### config.mk
export PLATFORM = sky130hd
export DESIGN_NAME = pwm_trip_latch
export DESIGN_NICKNAME = d
export VERILOG_FILES = /design/src/rtl/pwm_trip_pkg.sv /design/src/rtl/trip_flag_cell.sv /design/src/rtl/cbc_trip_hold.sv /design/src/rtl/trip_irq_gate.sv /design/src/rtl/pwm_trip_latch.sv
export SDC_FILE = /design/constraint.sdc
export NUM_CORES = 1
export LEC_CHECK = 0
export BUFFER_PORTS_ARGS = -buffer_cell sky130_fd_sc_hd__buf_2
export CAP_MARGIN = 20
export CORE_MARGIN = 1.5
export CORE_UTILIZATION = 38
export CTS_BUF_LIST = sky130_fd_sc_hd__clkbuf_4 sky130_fd_sc_hd__clkbuf_8
export CTS_CLUSTER_SIZE = 20
export DETAILED_ROUTE_END_ITERATION = 16
export GPL_TIMING_DRIVEN = 0
export PLACE_DENSITY_LB_ADDON = 0.08
export SLEW_MARGIN = 20
export SYNTH_ARGS = -nofsm -noshare
export SYNTH_HDL_FRONTEND = slang
export SYNTH_SLANG_ARGS = --single-unit
### constraint.sdc
create_clock -name clk -period 1.5 [get_ports clk]
set_input_delay 0.45 -clock clk [delete_from_list [all_inputs] [get_ports clk]]
set_output_delay 0.45 -clock clk [all_outputs]
set_load 0.02 [all_outputs]
### src/rtl/pwm_trip_pkg.sv
// Shared constants for the PWM trip latch: flag bit positions and sizes.
package pwm_trip_pkg;
    localparam int FLAG_W    = 16;  // width of the flag and clear registers
    localparam int NUM_DC    = 4;   // digital-compare events (A1, A2, B1, B2)
    localparam int BIT_INT   = 0;   // interrupt flag position
    localparam int BIT_CBC   = 1;   // cycle-by-cycle flag position
    localparam int BIT_OST   = 2;   // one-shot flag position
    localparam int BIT_DC0   = 3;   // first compare-event flag position
    localparam int EVT_CBC   = BIT_CBC - 1;  // index inside the event vector
    localparam int EVT_OST   = BIT_OST - 1;
endpackage

### src/rtl/trip_flag_cell.sv
// One sticky event flag. It sets when set_i is high and clears on clr_i.
// A set on the same edge as a clear wins. Assumes set_i is already gated
// by its source enable.
module trip_flag_cell (
    input  logic clk,
    input  logic rst_n,
    input  logic set_i,
    input  logic clr_i,
    output logic flag_o,
    output logic flag_nxt_o,
    output logic rise_o
);
    logic flag_q;

    // Next value: set has priority over a clear of the same bit.
    always_comb begin
        flag_nxt_o = set_i | (flag_q & ~clr_i);
    end

    // Holds the flag state.
    always_ff @(posedge clk) begin
        if (!rst_n) flag_q <= 1'b0;
        else        flag_q <= flag_nxt_o;
    end

    assign flag_o = flag_q;
    assign rise_o = set_i & ~flag_q;

    // a set flag without a clear stays set
    a_r3_sticky: assert property (@(posedge clk) disable iff (!rst_n)
        (flag_q && !clr_i) |=> flag_q);
    // a clear with no competing set empties the flag
    a_r3_clear: assert property (@(posedge clk) disable iff (!rst_n)
        (clr_i && !set_i) |=> !flag_q);
    // a set always lands, even against a clear
    a_r5_set_wins: assert property (@(posedge clk) disable iff (!rst_n)
        set_i |=> flag_q);
endmodule

### src/rtl/cbc_trip_hold.sv
// Cycle-by-cycle trip condition. It is set by the enabled trip source and
// released only on a counter-zero strobe while the source is low. It is
// independent of the software-cleared flag.
module cbc_trip_hold (
    input  logic clk,
    input  logic rst_n,
    input  logic trip_i,
    input  logic ctr_zero_i,
    output logic cond_o
);
    logic cond_q;

    // Set by the trip, released at counter zero once the trip has gone.
    always_ff @(posedge clk) begin
        if (!rst_n)          cond_q <= 1'b0;
        else if (trip_i)     cond_q <= 1'b1;
        else if (ctr_zero_i) cond_q <= 1'b0;
    end

    assign cond_o = cond_q;

    // the condition holds between counter-zero strobes
    a_r6_hold: assert property (@(posedge clk) disable iff (!rst_n)
        (cond_q && !ctr_zero_i) |=> cond_q);
    // an active trip input keeps or raises the condition
    a_r6_set: assert property (@(posedge clk) disable iff (!rst_n)
        trip_i |=> cond_q);
    // counter zero with no trip releases it
    a_r6_release: assert property (@(posedge clk) disable iff (!rst_n)
        (ctr_zero_i && !trip_i) |=> !cond_q);
endmodule

### src/rtl/trip_irq_gate.sv
// Interrupt flag and one-clock pulse. It fires on an enabled flag rise
// while the interrupt flag is clear (or being cleared). It fires again
// when the interrupt flag is cleared while a re-fire-capable flag (per
// REFIRE_MASK) stays set. Inputs come from the flag cells of the same cycle.
module trip_irq_gate #(
    parameter int                 NUM_EVT     = 6,
    parameter logic [NUM_EVT-1:0] REFIRE_MASK = '1
) (
    input  logic               clk,
    input  logic               rst_n,
    input  logic [NUM_EVT-1:0] rise_i,
    input  logic [NUM_EVT-1:0] flag_nxt_i,
    input  logic [NUM_EVT-1:0] en_i,
    input  logic               int_clr_i,
    output logic               int_flag_o,
    output logic               irq_o
);
    logic int_q;
    logic irq_q;
    logic gate_open;
    logic new_evt;
    logic refire;
    logic fire;

    // Decide whether an interrupt fires on this edge.
    always_comb begin
        gate_open = ~int_q | int_clr_i;
        new_evt   = |(rise_i & en_i);
        refire    = int_clr_i & (|(flag_nxt_i & en_i & REFIRE_MASK));
        fire      = gate_open & (new_evt | refire);
    end

    // Interrupt flag: a fire beats a clear; the pulse lasts one edge.
    always_ff @(posedge clk) begin
        if (!rst_n) begin
            int_q <= 1'b0;
            irq_q <= 1'b0;
        end else begin
            int_q <= fire | (int_q & ~int_clr_i);
            irq_q <= fire;
        end
    end

    assign int_flag_o = int_q;
    assign irq_o      = irq_q;

    // no pulse while the interrupt flag is held
    a_r10_quiet: assert property (@(posedge clk) disable iff (!rst_n)
        (int_q && !int_clr_i) |=> !irq_q);
    // every pulse comes with the interrupt flag set
    a_r9_flag_with_pulse: assert property (@(posedge clk) disable iff (!rst_n)
        irq_q |-> int_q);
    // an enabled rise on an idle gate fires
    a_r9_fire: assert property (@(posedge clk) disable iff (!rst_n)
        (!int_q && (|(rise_i & en_i))) |=> (irq_q && int_q));
    // clearing the interrupt flag under a live trip flag re-fires
    a_r11_refire: assert property (@(posedge clk) disable iff (!rst_n)
        (int_clr_i && (|(flag_nxt_i & en_i & REFIRE_MASK))) |=> (irq_q && int_q));
endmodule

### src/rtl/pwm_trip_latch.sv
// PWM trip fault latch: sticky event flags, a write-1-to-clear register,
// the two trip conditions and the trip interrupt. Assumes the sources are
// synchronous to clk and the enables are already decoded.
module pwm_trip_latch
    import pwm_trip_pkg::*;
#(
    parameter int REG_W  = FLAG_W,
    parameter int DC_CNT = NUM_DC
) (
    input  logic                clk,
    input  logic                rst_n,
    input  logic                ost_src,
    input  logic                ost_en,
    input  logic                cbc_src,
    input  logic                cbc_en,
    input  logic [DC_CNT-1:0]   dc_evt,
    input  logic                ctr_zero,
    input  logic [DC_CNT+1:0]   irq_en,
    input  logic                wr_en,
    input  logic                wr_addr,
    input  logic [REG_W-1:0]    wr_data,
    output logic [REG_W-1:0]    flags,
    output logic                cbc_trip,
    output logic                ost_trip,
    output logic                trip_irq
);
    localparam int NUM_EVT  = DC_CNT + 2;
    localparam int NUM_FLAG = NUM_EVT + 1;
    localparam logic [NUM_EVT-1:0] REFIRE_MASK =
        NUM_EVT'((1 << EVT_CBC) | (1 << EVT_OST));

    logic [NUM_EVT-1:0] evt_set;
    logic [NUM_EVT-1:0] evt_q;
    logic [NUM_EVT-1:0] evt_nxt;
    logic [NUM_EVT-1:0] evt_rise;
    logic [NUM_FLAG-1:0] clr_vec;
    logic               int_q;
    logic               unused_wr_hi;

    // Gate the trip sources and gather the event set requests.
    always_comb begin
        evt_set                  = '0;
        evt_set[EVT_CBC]         = cbc_en & cbc_src;
        evt_set[EVT_OST]         = ost_en & ost_src;
        evt_set[NUM_EVT-1:2]     = dc_evt;
    end

    // Decode write-1-to-clear; writes to the flag register do nothing.
    always_comb begin
        clr_vec = (wr_en && wr_addr) ? wr_data[NUM_FLAG-1:0] : '0;
    end

    assign unused_wr_hi = ^wr_data[REG_W-1:NUM_FLAG];

    // One sticky cell per event flag.
    for (genvar i = 0; i < NUM_EVT; i++) begin : g_evt
        trip_flag_cell u_cell (
            .clk        (clk),
            .rst_n      (rst_n),
            .set_i      (evt_set[i]),
            .clr_i      (clr_vec[i+1]),
            .flag_o     (evt_q[i]),
            .flag_nxt_o (evt_nxt[i]),
            .rise_o     (evt_rise[i])
        );
    end

    cbc_trip_hold u_cbc (
        .clk        (clk),
        .rst_n      (rst_n),
        .trip_i     (evt_set[EVT_CBC]),
        .ctr_zero_i (ctr_zero),
        .cond_o     (cbc_trip)
    );

    trip_irq_gate #(
        .NUM_EVT     (NUM_EVT),
        .REFIRE_MASK (REFIRE_MASK)
    ) u_irq (
        .clk        (clk),
        .rst_n      (rst_n),
        .rise_i     (evt_rise),
        .flag_nxt_i (evt_nxt),
        .en_i       (irq_en),
        .int_clr_i  (clr_vec[BIT_INT]),
        .int_flag_o (int_q),
        .irq_o      (trip_irq)
    );

    // Assemble the register image; reserved bits read as zero.
    always_comb begin
        flags                 = '0;
        flags[BIT_INT]        = int_q;
        flags[NUM_FLAG-1:1]   = evt_q;
    end

    assign ost_trip = evt_q[EVT_OST];

    // the counter-zero strobe never releases the one-shot condition
    a_r7_ost_holds: assert property (@(posedge clk) disable iff (!rst_n)
        (ost_trip && !clr_vec[BIT_OST]) |=> ost_trip);
    // a disabled one-shot source cannot raise a fresh trip
    a_r8_ost_gated: assert property (@(posedge clk) disable iff (!rst_n)
        (!ost_en && !ost_trip) |=> !ost_trip);
endmodule

==> flow_summary.ini <==
[sta]
hold_viol = 0
period_share = 0.9104
skew_ps = 6.606
setup_violations = 0
setup_tns_ps = 0
clock.fmax_ghz = 0.7323
min_period_ps = 1366
slew_viol_final = 0
rsz0062_at_grt = false

[finish]
mostFrequentLayoutCells = buf_2 (35), buf_4 (16), nand2_1 (13)
drive_gt1_frac = 0.4914
regArea_um2 = 180.2
area_delta_synth_final_pct = 48.56
multi_input_area_um2 = 241.5
layout_commonest_cell = buf_2
fill_cells = 131
final_nets = 152
diodes = 0

[worst_setup_path]
reg2reg_setup_slack_ps = 500
arrival_ps = 920
cp.required_ps = 1050
criticalPathCategory = flip-flop to output port
r2r-end = u_irq.int_flag_o
cp-start-kind = flip-flop
worstRegToRegCells = 3
r2r_start = g_evt[0].u_cell.flag_o
end_kind = output port
path_max_fanout = 5

[clock_network]
cts_setup_buffers = 0
holdBufCountCts = 0
cts_tree = yes
clk_latency_ps = 260
cts_resized = 0
h-tree-depth = 1
path_clk_slew_ps = 60
clockRootBuffer = clkbuf_4
clock_sinks = 9
cts_buffers = 3
clock_path_buffers = 2

[power_and_ir_drop]
internal_power_mw = 0.4696
power_mw = 0.6609
p_comb_frac = 0.283
power.share.sequential = 0.410
irDropWorstVdd_uv = 535.6
switching_share = 0.2894
p_switching_mw = 0.1913
clock_power_share = 0.307
leakage_nw = 0.4439
power_density_nw_per_um2 = 850.5

[detailed_routing]
dr.first_iter.drc_count = 5
drcViolationCount = 0
drtPass1Iterations = 3
dr_total_vias = 570
routedWlPerCell_um = 7.817
finalWirelength_um = 1024
via_per_inst = 4.351
postRouteAntennaNets = 0

[global_route]
use_met2 = 0.2702
grt_pass1_vias = 410
track_usage = 0.1481
top_usage_layer = met2
antenna_found_initial = 0
overflow = 0
use_met3 = 0.06667
grt_start_max_net_pins = 9
grt_pass1_wl_um = 1518
use_met1 = 0.1351

[yosys]
yosys.area.top_type_share = 0.3445
yosys_warnings = 0
ys_top_cells_by_area = dfxtp_1 (34%), buf_4 (23%), nand2_1 (9.3%)
synth_seq_cells = 9
avgSynthCellArea_um2 = 7.580
syn_inst = 69
ys_seq_area_frac = 0.3445
yosys.cell_types.count = 17
netlist.top_cell.by_area = dfxtp_1
syn_area_um2 = 523.0

[flow_run]
drv_cap = 0

[place]
place.gp.congestion = 0.7363
io_buffers = 35

[die]
rows = 13
die_w_um = 40.10
io_pins = 54
die-height_um = 40.10
start_util = 0.4070
dieArea_um2 = 1608
core_area_um2 = 1285

[worst_hold_path]
min_from = dc_evt[1]
hp-class = input port to flip-flop
hold-path-endpoint = g_evt[3].u_cell.flag_o
hold-path-cell-count = 3

[status]
status = finished clean
## Yosys cell counts (all sizes together)
cell type	n
a21oi	9
a31oi	2
and2	1
buf	16
conb	1
dfxtp	9
inv	3
nand2	14
nand2b	4
nand3	1
nor2	4
nor3	1
o21bai	1
o22ai	1
o32ai	2
## critical path: stages (launching register included)
cell and delay, ps:
dfxtp_1 380, buf_4 120, buf_2 150
## layer usage
layer / vias to the layer above / share of wire
met5: - / 0
met4: 0 / 0.018
met3: 5 / 0.10
met2: 24 / 0.47
met1: 244 / 0.41
li1: 297 / -
## state kept, by name, summed over array words and instances (netlist names)
| name | flops |
|---|---|
| u_cbc.cond_o | 1 |
| g_evt.u_cell.flag_o | 6 |
| u_irq.int_flag_o | 1 |
| u_irq.irq_o | 1 |
## power groups by stage
stage          combinational [mW]  sequential [mW]  clock, mW
2_1_floorplan               0.121            0.282          0
3_3_place_gp                0.186            0.276          0
3_5_place_dp                0.188            0.277          0
4_1_cts                     0.188            0.271      0.209
5_1_grt                     0.209            0.274      0.223
6_report                    0.187            0.271      0.203
## cell type report
cell class / count / share of cell area
flip-flops and latches: 9 / 0.2319
well taps: 15 / 0.02415
clock buffers: 4 / 0.03865
plain buffers: 16 / 0.1546
repair buffers: 35 / 0.2254
inverters: 3 / 0.01449
multi-input cells: 49 / 0.3108
## cell families after synthesis
| kind of cell | count (synthesis) | share of synthesized area |
|---|---|---|
| AND/OR/NAND/NOR | 25 | 0.2129 |
| buffers and inverters | 19 | 0.2512 |
| AO/OA/AOI/OAI | 15 | 0.1842 |
| flip-flops | 9 | 0.3445 |
| other | 1 | 0.007170 |
## worst max-delay path by stage
stage                                      start          endpoint  slack [ps]  cells past startpoint
after global routing      g_evt[1].u_cell.flag_o          flags[2]          80                      2
after detailed placement                  cbc_en  u_irq.int_flag_o         230                      5
after CTS                 g_evt[1].u_cell.flag_o          flags[2]         130                      2
final                     g_evt[1].u_cell.flag_o          flags[2]         130                      2
after floorplan           g_evt[1].u_cell.flag_o          flags[2]         390                      1
after global placement                    cbc_en  u_irq.int_flag_o         270                      5
## stage by stage
| step | hold WS (ps) | std cells | setup WS [ps] | cell area, µm² | util |
|---|---|---|---|---|---|
| 6_report | 412.5 | 131 | 134.4 | 777.0 | 0.6047 |
| 5_1_grt | 410.8 | 131 | 81.47 | 777.0 | 0.6047 |
| 4_1_cts | 402.8 | 131 | 125.8 | 777.0 | 0.6047 |
| 3_5_place_dp | 471.4 | 127 | 234.2 | 747.0 | 0.5813 |
| 3_3_place_gp | 458.8 | 127 | 275.0 | 747.0 | 0.5813 |
| 2_1_floorplan | 474.8 | 77 | 390.7 | 553.0 | - |
Note: power is estimated with default switching activity, not from simulation.
